===== src/rtl/cog_pkg.sv =====
// Package: shared types for the center-of-gravity defuzzifier.
// Assumes nothing beyond standard SystemVerilog.
package cog_pkg;

    // Divider sequencing state.
    typedef enum logic {
        DV_IDLE = 1'b0,
        DV_RUN  = 1'b1
    } div_state_e;

endpackage


===== src/rtl/cog_param_ram.sv =====
// Module: consequent MF parameter store.
// Holds one {area, barycentre} pair per MF. There is one write port for the
// host and one registered read port for the datapath.
// Assumes the host does not write an entry while that entry is being read.
module cog_param_ram #(
    parameter int DATA_W = 8,
    parameter int DEPTH  = 128,
    localparam int AW    = $clog2(DEPTH)
) (
    input  logic              clk,
    input  logic              rst_n,
    input  logic              wr_en,
    input  logic [AW-1:0]     wr_addr,
    input  logic [DATA_W-1:0] wr_area,
    input  logic [DATA_W-1:0] wr_bary,
    input  logic              rd_en,
    input  logic [AW-1:0]     rd_addr,
    output logic [DATA_W-1:0] rd_area,
    output logic [DATA_W-1:0] rd_bary
);

    logic [2*DATA_W-1:0] mem [DEPTH];

    // Host write into the array.
    always_ff @(posedge clk) begin
        if (wr_en) begin
            mem[wr_addr] <= {wr_area, wr_bary};
        end
    end

    // Registered read; the output holds between reads.
    always_ff @(posedge clk) begin
        if (!rst_n) begin
            rd_area <= '0;
            rd_bary <= '0;
        end else if (rd_en) begin
            rd_area <= mem[rd_addr][2*DATA_W-1:DATA_W];
            rd_bary <= mem[rd_addr][DATA_W-1:0];
        end
    end

endmodule


===== src/rtl/cog_mac.sv =====
// Module: weighted-sum accumulator.
// Adds alpha*area*bary into the numerator and alpha*area into the denominator.
// The totals include the current beat and are offered combinationally.
// Both sums are cleared after a closing beat.
// Assumes at most 2**CNT_W beats per variable, which sets the widths.
module cog_mac #(
    parameter int DATA_W = 8,
    parameter int CNT_W  = 7,
    localparam int NUM_W = 3*DATA_W + CNT_W,
    localparam int DEN_W = 2*DATA_W + CNT_W
) (
    input  logic              clk,
    input  logic              rst_n,
    input  logic              in_valid,
    input  logic              in_last,
    input  logic [DATA_W-1:0] alpha,
    input  logic [DATA_W-1:0] area,
    input  logic [DATA_W-1:0] bary,
    output logic [NUM_W-1:0]  num_total,
    output logic [DEN_W-1:0]  den_total
);

    logic [NUM_W-1:0]    num_acc;
    logic [DEN_W-1:0]    den_acc;
    logic [2*DATA_W-1:0] weight;
    logic [3*DATA_W-1:0] moment;

    // Per-beat weight and moment terms.
    always_comb begin
        weight    = alpha * area;
        moment    = weight * bary;
        num_total = num_acc + (in_valid ? NUM_W'(moment) : '0);
        den_total = den_acc + (in_valid ? DEN_W'(weight) : '0);
    end

    // Accumulate beats; restart from zero after a closing beat.
    always_ff @(posedge clk) begin
        if (!rst_n) begin
            num_acc <= '0;
            den_acc <= '0;
        end else if (in_valid) begin
            num_acc <= in_last ? '0 : num_total;
            den_acc <= in_last ? '0 : den_total;
        end
    end

    // the numerator never exceeds the denominator times the largest barycentre.
    a_r2_num_bounded: assert property (@(posedge clk) disable iff (!rst_n)
        (NUM_W+DATA_W)'(num_acc) <= (NUM_W+DATA_W)'(den_acc) * ((NUM_W+DATA_W)'(1) << DATA_W));

endmodule


===== src/rtl/cog_divider.sv =====
// Module: sequential restoring divider.
// Produces QW quotient bits, one per clock, from the most significant down.
// Assumes num < den * 2**QW. This holds because every barycentre is below
// 2**QW. A zero divisor gives a zero quotient.
module cog_divider
    import cog_pkg::*;
#(
    parameter int NUM_W = 31,
    parameter int DEN_W = 23,
    parameter int QW    = 8,
    localparam int CW   = $clog2(QW+1)
) (
    input  logic             clk,
    input  logic             rst_n,
    input  logic             start,
    input  logic [NUM_W-1:0] num,
    input  logic [DEN_W-1:0] den,
    output logic             busy,
    output logic             last_step,
    output logic [QW-1:0]    quot,
    output logic             quot_valid
);

    div_state_e       state;
    logic [NUM_W-1:0] rem_q;
    logic [NUM_W-1:0] dsh_q;
    logic [QW-1:0]    quo_q;
    logic [CW-1:0]    cnt_q;
    logic             zero_q;
    logic             fits;
    logic [QW-1:0]    quo_nxt;

    // One restoring step: compare, then shift in the quotient bit.
    always_comb begin
        fits      = rem_q >= dsh_q;
        quo_nxt   = {quo_q[QW-2:0], fits};
        busy      = (state == DV_RUN);
        last_step = busy && (cnt_q == CW'(1));
    end

    // Load operands on start, then iterate QW times and publish the quotient.
    always_ff @(posedge clk) begin
        if (!rst_n) begin
            state      <= DV_IDLE;
            rem_q      <= '0;
            dsh_q      <= '0;
            quo_q      <= '0;
            cnt_q      <= '0;
            zero_q     <= 1'b0;
            quot       <= '0;
            quot_valid <= 1'b0;
        end else begin
            quot_valid <= 1'b0;
            if (start) begin
                state  <= DV_RUN;
                rem_q  <= num;
                dsh_q  <= NUM_W'(den) << (QW-1);
                quo_q  <= '0;
                cnt_q  <= CW'(QW);
                zero_q <= (den == '0);
            end else if (busy) begin
                if (fits) begin
                    rem_q <= rem_q - dsh_q;
                end
                dsh_q <= dsh_q >> 1;
                quo_q <= quo_nxt;
                cnt_q <= cnt_q - CW'(1);
                if (last_step) begin
                    state      <= DV_IDLE;
                    quot       <= zero_q ? '0 : quo_nxt;
                    quot_valid <= 1'b1;
                end
            end
        end
    end

    // a new division is never launched over one in progress.
    a_r6_start_when_idle: assert property (@(posedge clk) disable iff (!rst_n)
        start |-> !busy);

    // the operands handed over keep the quotient within QW bits.
    a_r2_quot_fits: assert property (@(posedge clk) disable iff (!rst_n)
        (start && den != '0) |-> ((NUM_W+1)'(num) < ((NUM_W+1)'(den) << QW)));

endmodule


===== src/rtl/cog_defuzzifier.sv =====
// Module: center-of-gravity defuzzifier top.
// Takes activation beats, looks up each MF's area and barycentre, accumulates
// the weighted sums, then divides to give one crisp value per output variable.
// Each value is tagged with a variable index and a strobe. An end flag follows
// the final variable of a cycle.
// Assumes the upstream stage respects act_ready and sends at most N_MF beats
// per variable.
module cog_defuzzifier #(
    parameter int DATA_W = 8,
    parameter int N_MF   = 128,
    parameter int N_VAR  = 16,
    localparam int MF_AW = $clog2(N_MF),
    localparam int VAR_W = $clog2(N_VAR),
    localparam int NUM_W = 3*DATA_W + MF_AW,
    localparam int DEN_W = 2*DATA_W + MF_AW
) (
    input  logic              clk,
    input  logic              rst_n,
    input  logic              cfg_we,
    input  logic [MF_AW-1:0]  cfg_addr,
    input  logic [DATA_W-1:0] cfg_area,
    input  logic [DATA_W-1:0] cfg_bary,
    input  logic              act_valid,
    output logic              act_ready,
    input  logic [MF_AW-1:0]  act_mf,
    input  logic [DATA_W-1:0] act_alpha,
    input  logic              act_end_var,
    input  logic              act_end_cycle,
    output logic [DATA_W-1:0] out_data,
    output logic [VAR_W-1:0]  out_var,
    output logic              out_strobe,
    output logic              out_done
);

    logic              accept;
    logic              s1_valid;
    logic              s1_end_var;
    logic              s1_end_cycle;
    logic [DATA_W-1:0] s1_alpha;
    logic [DATA_W-1:0] mf_area;
    logic [DATA_W-1:0] mf_bary;
    logic [NUM_W-1:0]  num_total;
    logic [DEN_W-1:0]  den_total;
    logic              div_start;
    logic              div_busy;
    logic              div_last;
    logic [VAR_W-1:0]  var_cnt;
    logic [VAR_W-1:0]  job_var;
    logic              job_final;
    logic              out_final;

    // Handshake: stall while a closing beat waits or a division runs.
    always_comb begin
        act_ready = !(s1_valid && s1_end_var) && !div_busy;
        accept    = act_valid && act_ready;
        div_start = s1_valid && s1_end_var;
    end

    // Stage 1: hold the beat while its MF parameters are read.
    always_ff @(posedge clk) begin
        if (!rst_n) begin
            s1_valid     <= 1'b0;
            s1_alpha     <= '0;
            s1_end_var   <= 1'b0;
            s1_end_cycle <= 1'b0;
        end else begin
            s1_valid     <= accept;
            s1_alpha     <= act_alpha;
            s1_end_var   <= act_end_var;
            s1_end_cycle <= act_end_var && act_end_cycle;
        end
    end

    cog_param_ram #(
        .DATA_W (DATA_W),
        .DEPTH  (N_MF)
    ) u_ram (
        .clk     (clk),
        .rst_n   (rst_n),
        .wr_en   (cfg_we),
        .wr_addr (cfg_addr),
        .wr_area (cfg_area),
        .wr_bary (cfg_bary),
        .rd_en   (accept),
        .rd_addr (act_mf),
        .rd_area (mf_area),
        .rd_bary (mf_bary)
    );

    cog_mac #(
        .DATA_W (DATA_W),
        .CNT_W  (MF_AW)
    ) u_mac (
        .clk       (clk),
        .rst_n     (rst_n),
        .in_valid  (s1_valid),
        .in_last   (s1_end_var),
        .alpha     (s1_alpha),
        .area      (mf_area),
        .bary      (mf_bary),
        .num_total (num_total),
        .den_total (den_total)
    );

    cog_divider #(
        .NUM_W (NUM_W),
        .DEN_W (DEN_W),
        .QW    (DATA_W)
    ) u_div (
        .clk        (clk),
        .rst_n      (rst_n),
        .start      (div_start),
        .num        (num_total),
        .den        (den_total),
        .busy       (div_busy),
        .last_step  (div_last),
        .quot       (out_data),
        .quot_valid (out_strobe)
    );

    // Variable numbering: tag each division and advance or restart the count.
    always_ff @(posedge clk) begin
        if (!rst_n) begin
            var_cnt   <= '0;
            job_var   <= '0;
            job_final <= 1'b0;
        end else if (div_start) begin
            job_var   <= var_cnt;
            job_final <= s1_end_cycle;
            var_cnt   <= s1_end_cycle ? '0 : var_cnt + VAR_W'(1);
        end
    end

    // Output tagging: publish the index with the quotient; end flag one cycle later.
    always_ff @(posedge clk) begin
        if (!rst_n) begin
            out_var   <= '0;
            out_final <= 1'b0;
            out_done  <= 1'b0;
        end else begin
            if (div_last) begin
                out_var   <= job_var;
                out_final <= job_final;
            end
            out_done <= out_strobe && out_final;
        end
    end

    // no beat is taken while the divider works.
    a_r6_ready_low_busy: assert property (@(posedge clk) disable iff (!rst_n)
        div_busy |-> !act_ready);

    // the result strobe is one clock wide.
    a_r2_strobe_single: assert property (@(posedge clk) disable iff (!rst_n)
        out_strobe |=> !out_strobe);

    // the end flag only ever directly follows a strobe.
    a_r5_done_after_strobe: assert property (@(posedge clk) disable iff (!rst_n)
        out_done |-> $past(out_strobe));

    // numbering has restarted by the time the end flag shows.
    a_r4_count_restarted: assert property (@(posedge clk) disable iff (!rst_n)
        out_done |-> (var_cnt == '0));

    // published value and index stay put between strobes.
    a_r10_hold_outputs: assert property (@(posedge clk) disable iff (!rst_n)
        !out_strobe |-> ($stable(out_data) && $stable(out_var)));

endmodule


===== config.mk =====
export PLATFORM = sky130hd
export DESIGN_NAME = cog_defuzzifier
export DESIGN_NICKNAME = d
export VERILOG_FILES = /design/src/rtl/cog_pkg.sv /design/src/rtl/cog_param_ram.sv /design/src/rtl/cog_mac.sv /design/src/rtl/cog_divider.sv /design/src/rtl/cog_defuzzifier.sv
export SDC_FILE = /design/constraint.sdc
export NUM_CORES = 2
export LEC_CHECK = 0
export ABC_CLOCK_PERIOD_IN_PS = 12000
export BUFFER_PORTS_ARGS = -buffer_cell sky130_fd_sc_hd__buf_2
export CAP_MARGIN = 15
export CORE_MARGIN = 3
export CORE_UTILIZATION = 50
export DETAILED_ROUTE_END_ITERATION = 12
export GPL_ROUTABILITY_DRIVEN = 0
export PLACE_DENSITY = 0.71
export SYNTH_ARGS = -nofsm -noshare
export SYNTH_HDL_FRONTEND = slang
export SYNTH_SLANG_ARGS = --single-unit

===== constraint.sdc =====
create_clock -name clk -period 12 [get_ports clk]
set_input_delay 1.2 -clock clk [delete_from_list [all_inputs] [get_ports clk]]
set_output_delay 1.2 -clock clk [all_outputs]
set_load 0.01 [all_outputs]

# Word-level counts from Yosys, hierarchy flattened
# Memory sizes are Yosys's and may differ from the RTL's. A register that Yosys moved wholly into a read port is not among the register bits.
# Index checks and enable logic that the tools add are counted.
[word_totals]
regBits = 163
mem_bits_rw = 2048
out_inout_bits = 15
n_memories = 1
[memory_table]
columns = ["memory", "depth", "word_bits", "read_ports", "rd_ports_with_merged_regs", "wr", "line_no", "rtl"]
rows = [
  ["u_ram.mem", 128, 16, 1, 1, 1, "cog_param_ram.sv:22", "logic [2*DATA_W-1:0] mem [DEPTH];"],
]
[op_classes]
n_addsub = 5
mul = 2
magnitude_cmp = 1
n_eq_ne = 1
n_mux = 19
bitwise = 3
n_reduce_logical = 16
[ops]
columns = ["op", "count"]
rows = [
  ["$mux W31", 4],
  ["$mux W30", 2],
  ["$add A31 B31 Y31", 1],
  ["$ge A31 B30 Y1", 1],
  ["$sub A31 B30 Y31", 1],
  ["$mul A16 B8 Y24", 1],
  ["$mux W24", 1],
  ["$add A23 B23 Y23", 1],
  ["$logic_not A23 Y1", 1],
  ["$mux W23", 1],
  ["$mul A8 B8 Y16", 1],
  ["$mux W16", 1],
  ["$mux W4", 3],
  ["$mux W8", 1],
  ["$logic_and A1 B1 Y1", 6],
  ["$mux W1", 6],
  ["$add A4 B1 Y4 const B", 1],
  ["$eq A4 B1 Y1 const B", 1],
  ["$reduce_bool A2 Y1", 2],
  ["$sub A4 B1 Y4 const B", 1],
  ["$logic_not A1 Y1", 3],
  ["$not A1 Y1", 3],
  ["$reduce_and A3 Y1", 1],
  ["$reduce_or A3 Y1", 1],
  ["other kinds (2)", 2],
]

# Depth between registers and ports, before layout
[depth]
ltp_word = 5
mapped_depth = 46

# Modules after synthesis
# A second synthesis with hierarchy kept.
[hier_totals]
hier_cells = 5703
area_unflattened_um2 = 96216.0
[modules_own_cells]
columns = ["module", "instances", "cells_each", "area_per_inst_um2", "seq_area_each_um2"]
rows = [
  ["cog_param_ram", 1, 3683, 79737.7, 61819.3],
  ["cog_mac", 1, 1208, 10254.8, 1081.0],
  ["cog_divider", 1, 724, 5355.1, 1661.6],
  ["cog_defuzzifier", 1, 88, 868.3, 520.5],
]

# Worst setup path before layout
# No wires, ideal clock.
[synth_timing]
path_kind = "register to register"
from = "register s1_alpha[0]"
to = "register u_mac.num_acc[27]"
setup_ps = 70
t_arrival_ps = 9806
t_required_ps = 11930
path_slack_ps = 2124
path_stages_with_launch = 46
n_path_buf = 2
path_cell_list = "dfxtp_1 clkbuf_1 nand2_1 fa_1 fa_1 inv_1 fa_1 inv_1 fa_1 inv_1 ha_1 inv_1 o21bai_1 a21oi_1 o21ba_2 o21ai_0 nor2_1 xnor2_1 (+10 left out) nand2b_1 a2111o_1 a41o_1 a41oi_1 nor2_1 nor2_1 xor2_1 nor2_1 ha_1 clkbuf_1 a21oi_1 nand2_1 a21oi_1 a21o_1 o31ai_2 nand2_1 or3_1 a21oi_1"
[synth_via]
elab_chain_cells = 5
[synth_rtl]
columns = ["element", "line_no", "rtl"]
rows = [
  ["start, declared", "cog_defuzzifier.sv:39", "logic [DATA_W-1:0] s1_alpha;"],
  ["start signal, assigned", "cog_defuzzifier.sv:68", "s1_alpha <= act_alpha;"],
  ["$mul A8 B8 Y16", "cog_mac.sv:30", "weight = alpha * area;"],
  ["$mul A16 B8 Y24", "cog_mac.sv:31", "moment = weight * bary;"],
  ["$mux W24", "cog_mac.sv:32", "num_total = num_acc + (in_valid ? NUM_W'(moment) : '0);"],
  ["$add A31 B31 Y31", "cog_mac.sv:32", ""],
  ["$mux W31", "cog_mac.sv:42", "num_acc <= in_last ? '0 : num_total;"],
  ["end signal, assigned", "cog_mac.sv:42", ""],
  ["end, declared", "cog_mac.sv:23", "logic [NUM_W-1:0] num_acc;"],
]
# Every way passes these cells.
# A chain may end at the register's enable or synchronous reset.

# Worst setup path in the final report
[layout_timing]
from = "register s1_alpha[3]"
to = "register u_mac.num_acc[27]"
# Same word-level chain as after synthesis.

==> reports/qor.txt <==
CP max stage delay = 580 ps
Port Buffers = 58
Post-CTS sizing = 0
# rows = 159
DRC = 0
Grt total ovfl = 0
R2r startpoint = s1_alpha[3]$_SDFF_PN0_
Remaining antenna violation count = 0
DRT Pass-1 Iters = 6
CTS buffer count = 217
Avg WL per Cell = 27.6 um
Die area = 195000 um^2
Final wirelength = 221 mm
Count of cell types in the netlist = 78
VDD IR-drop max = 0.000116 V
Final Setup Violations = 0
Syn-to-layout area delta = 11.8%
Most used cell, CP = fa_1
Worst Skew = 67.2 ps
Simple-gate portion of the synthesized area = 4.31%
Seq cells post-synth = 2227
RSZ-0062 raised after global routing = no
Core ar. = 188000 um^2
Die Y = 442 um
FFs w/ async S/R, synth = 0%
Commonest cells post-synth = edfxtp_1 (2048), mux4_2 (672), nor2_1 (331), inv_1 (212), dfxtp_1 (179)
Most frequent cell after synthesis = edfxtp_1
Top-area cell type share of the netlist area = 64.7%
Setup TNS = 0 ps
Layout cell share with drive strength beyond 1 = 22.9%
Hold path depth = 2
Clk Latency, worst-skew pair = 860 ps
Fill cells = 13900
Sequential fraction of the synthesis area = 68.5%
Via Count = 49000
Final worst slack = 1160 ps
Global Route met2 Usage = 36.6%
Reg2Reg Depth = 42
Synth Area in Adders = 4.61%
Tmin final = 10840 ps
Synth Area in Compound Gates = 3.33%
WP buf/inv = 6
Final hold vios = 0
Peak Freq = 0.0923 GHz
Hold WC Path Type = reg -> reg
Startpoint Class = flop
Tcrit/Tclk final = 90.3%
Largest family of logic cells by synthesized area = multiplexers
Multiplexer area fraction after synthesis = 16.4%
Top-Level Pins = 59
Post-CTS setup buffer count = 0
Mapped Area = 95000 um^2
Clock sinks = 2227
CTS tree = yes
Initial cell density of the core = 50.4%
Routing usage on met3 = 3.79%
Crit Path Class = reg -> reg
Gate Count Post-Synth = 5132
DP HPWL = 135 mm
Hold Buf Count CTS = 0
Max-slew violations = 0
Cell taking the most area after synthesis = edfxtp_1
Rel. slew slack = 18.5%
Post-synth EDFFs = 2048
Area contributors post-synth = edfxtp_1 (65%), mux4_2 (16%), dfxtp_1 (3.8%)
CTS max path bufs = 3
Root Driver = clkbuf_16
XOR/XNOR share of the synthesized area = 0.922%
Synthesized area per cell = 18.5 um^2
Largest net degree at the start of global routing = 116
R2R Path End = u_mac.num_acc[27]$_SDFFE_PN0P_
Post-Syn Nets = 5452
Die X = 442 um
Top delay family on crit path = adder cells
Hold Path Origin = job_var[0]$_SDFFE_PN0P_
Reg-to-reg setup timing slack = 1160 ps
Worst Hold End = job_var[0]$_SDFFE_PN0P_
Synth Warn # = 0
Worst path slowest cell = fa_1
Slew @ Worst Pin = 1220 ps
Post-placement worst setup slack = 1210 ps
DR vias/cell = 6.11
Initial antenna violation count = 10
Fin nets = 5651
Critical path fanouts, max = 9
DRT iter0 DRCs = 5722
Top FF cell, synth = edfxtp_1
Max-cap violations = 0
Clock transition at path regs = 70 ps
Crit path DAT = 11600 ps
GRT Max-Usage Layer = met2
Vias in the first global route = 49000
GRT Total Usage = 22.8%
CP Data Required Time = 12760 ps
Critical path endpoint category = flop
Global-route wire length before repair = 331 mm
Met1 usage = 32.5%
Max H-tree Level = 4
Status = completed
Cell area power density = 159 nW/um^2
Leak = 0.0354 uW
[metal layers]
layer	vias to the layer above	wire length, um
li1	20800	-
met1	25800	89800
met2	2046	108000
met3	307	17700
met4	0	5810
met5	-	0
[through the flow]
stage	hold WS (ps)	total power (uW)	instance area, um^2	instances	utilization, %
floorplan	436	9690	95000	5132	-
global placement	444	10200	98900	7606	52.5
detailed placement	450	10200	98900	7606	52.5
CTS	457	17000	106000	8006	56.3
global route	493	17400	106000	8009	56.3
finish	456	16900	106000	8015	56.4
[state kept, by name, indices dropped and copies added, names as in the netlist, 4 cells and up]
register	flops
u_mac.den_acc	23
u_div.quot	8
out_var	4
s1_alpha	8
u_div.rem_q	31
var_cnt	4
u_ram.rd_area	8
u_ram.mem	2048
u_div.dsh_q	30
u_div.quo_q	7
job_var	4
u_ram.rd_bary	8
u_mac.num_acc	31
u_div.cnt_q	4
[cell families after synthesis]
| kind of cell | after synthesis |
|---|---|
| xor+xnor | 100 |
| mux | 713 |
| fa+ha+maj | 276 |
| flops | 2227 |
| compound gates | 479 |
| simple gates | 866 |
| buf+inv | 471 |
[worst register-to-register path, delay by kind of cell (launching register included)]
kind | cells | cell delay, ps
xor+xnor | 2 | 710
simple gates | 10 | 1510
fa+ha+maj | 11 | 4990
flops | 1 | 380
buf+inv | 6 | 300
compound gates | 13 | 2910
[layout by cell type, fill, tap and decap left out, types with 11 or more instances in the layout]
cell	synthesis	layout
clkbuf_1	169	41
and2_1	170	169
or3_1	11	11
o211ai_1	20	20
mux4_2	672	672
fa_1	123	123
a22oi_1	28	28
a31oi_1	13	13
buf_2	56	38
and3_1	23	23
clkinv_2	0	36
nor3_1	50	41
nand2b_1	16	16
xnor2_1	63	63
a211oi_1	36	36
nand2_1	170	169
nand4_1	13	13
o21a_1	17	17
nor2b_1	14	14
a21o_1	30	30
xor2_1	37	37
clkinv_1	1	47
mux2i_1	40	40
o21bai_1	19	19
edfxtp_1	2048	2048
dfxtp_1	179	178
nor2_1	331	323
o21ai_0	83	83
inv_1	212	211
buf_4	4	190
a21oi_1	145	145
bufinv_16	0	26
nand3_1	37	37
ha_1	153	153
clkbuf_16	0	220
[how the worst max path moves through the flow]
| stage | endpoint | start | cells after the start | slack [ps] |
|---|---|---|---|---|
| 2_1_floorplan | u_mac.num_acc[27]$_SDFFE_PN0P_ | s1_alpha[0]$_SDFF_PN0_ | 45 | 2120 |
| 3_3_place_gp | u_mac.num_acc[27]$_SDFFE_PN0P_ | u_ram.rd_area[2]$_SDFFE_PN0P_ | 42 | 1310 |
| 3_5_place_dp | u_mac.num_acc[27]$_SDFFE_PN0P_ | s1_alpha[3]$_SDFF_PN0_ | 42 | 1210 |
| 4_1_cts | u_mac.num_acc[27]$_SDFFE_PN0P_ | s1_alpha[0]$_SDFF_PN0_ | 42 | 1220 |
| 5_1_grt | u_mac.num_acc[27]$_SDFFE_PN0P_ | s1_alpha[0]$_SDFF_PN0_ | 42 | 360 |
| 6_report | u_mac.num_acc[27]$_SDFFE_PN0P_ | s1_alpha[3]$_SDFF_PN0_ | 42 | 1160 |
[where the power goes]
group          switching (uW)  total, uW  internal, uW
combinational             901       1480           584
clock                    2910       6850          3940
sequential               40.7       8550          8510
[layout make-up]
cell class / instances / area [um^2] / area share [%]
Inverter: 213 / 801 / 0.754
Tap cell: 2495 / 3120 / 2.94
Clock inverter: 137 / 1530 / 1.44
Multi-Input combinational cell: 2434 / 28100 / 26.5
Clock buffer: 263 / 5690 / 5.36
Antenna cell: 8 / 20.0 / 0.0189
Timing Repair Buffer: 238 / 1800 / 1.70
Sequential cell: 2227 / 65100 / 61.3
No activity file was read; power rests on OpenSTA's default activity.
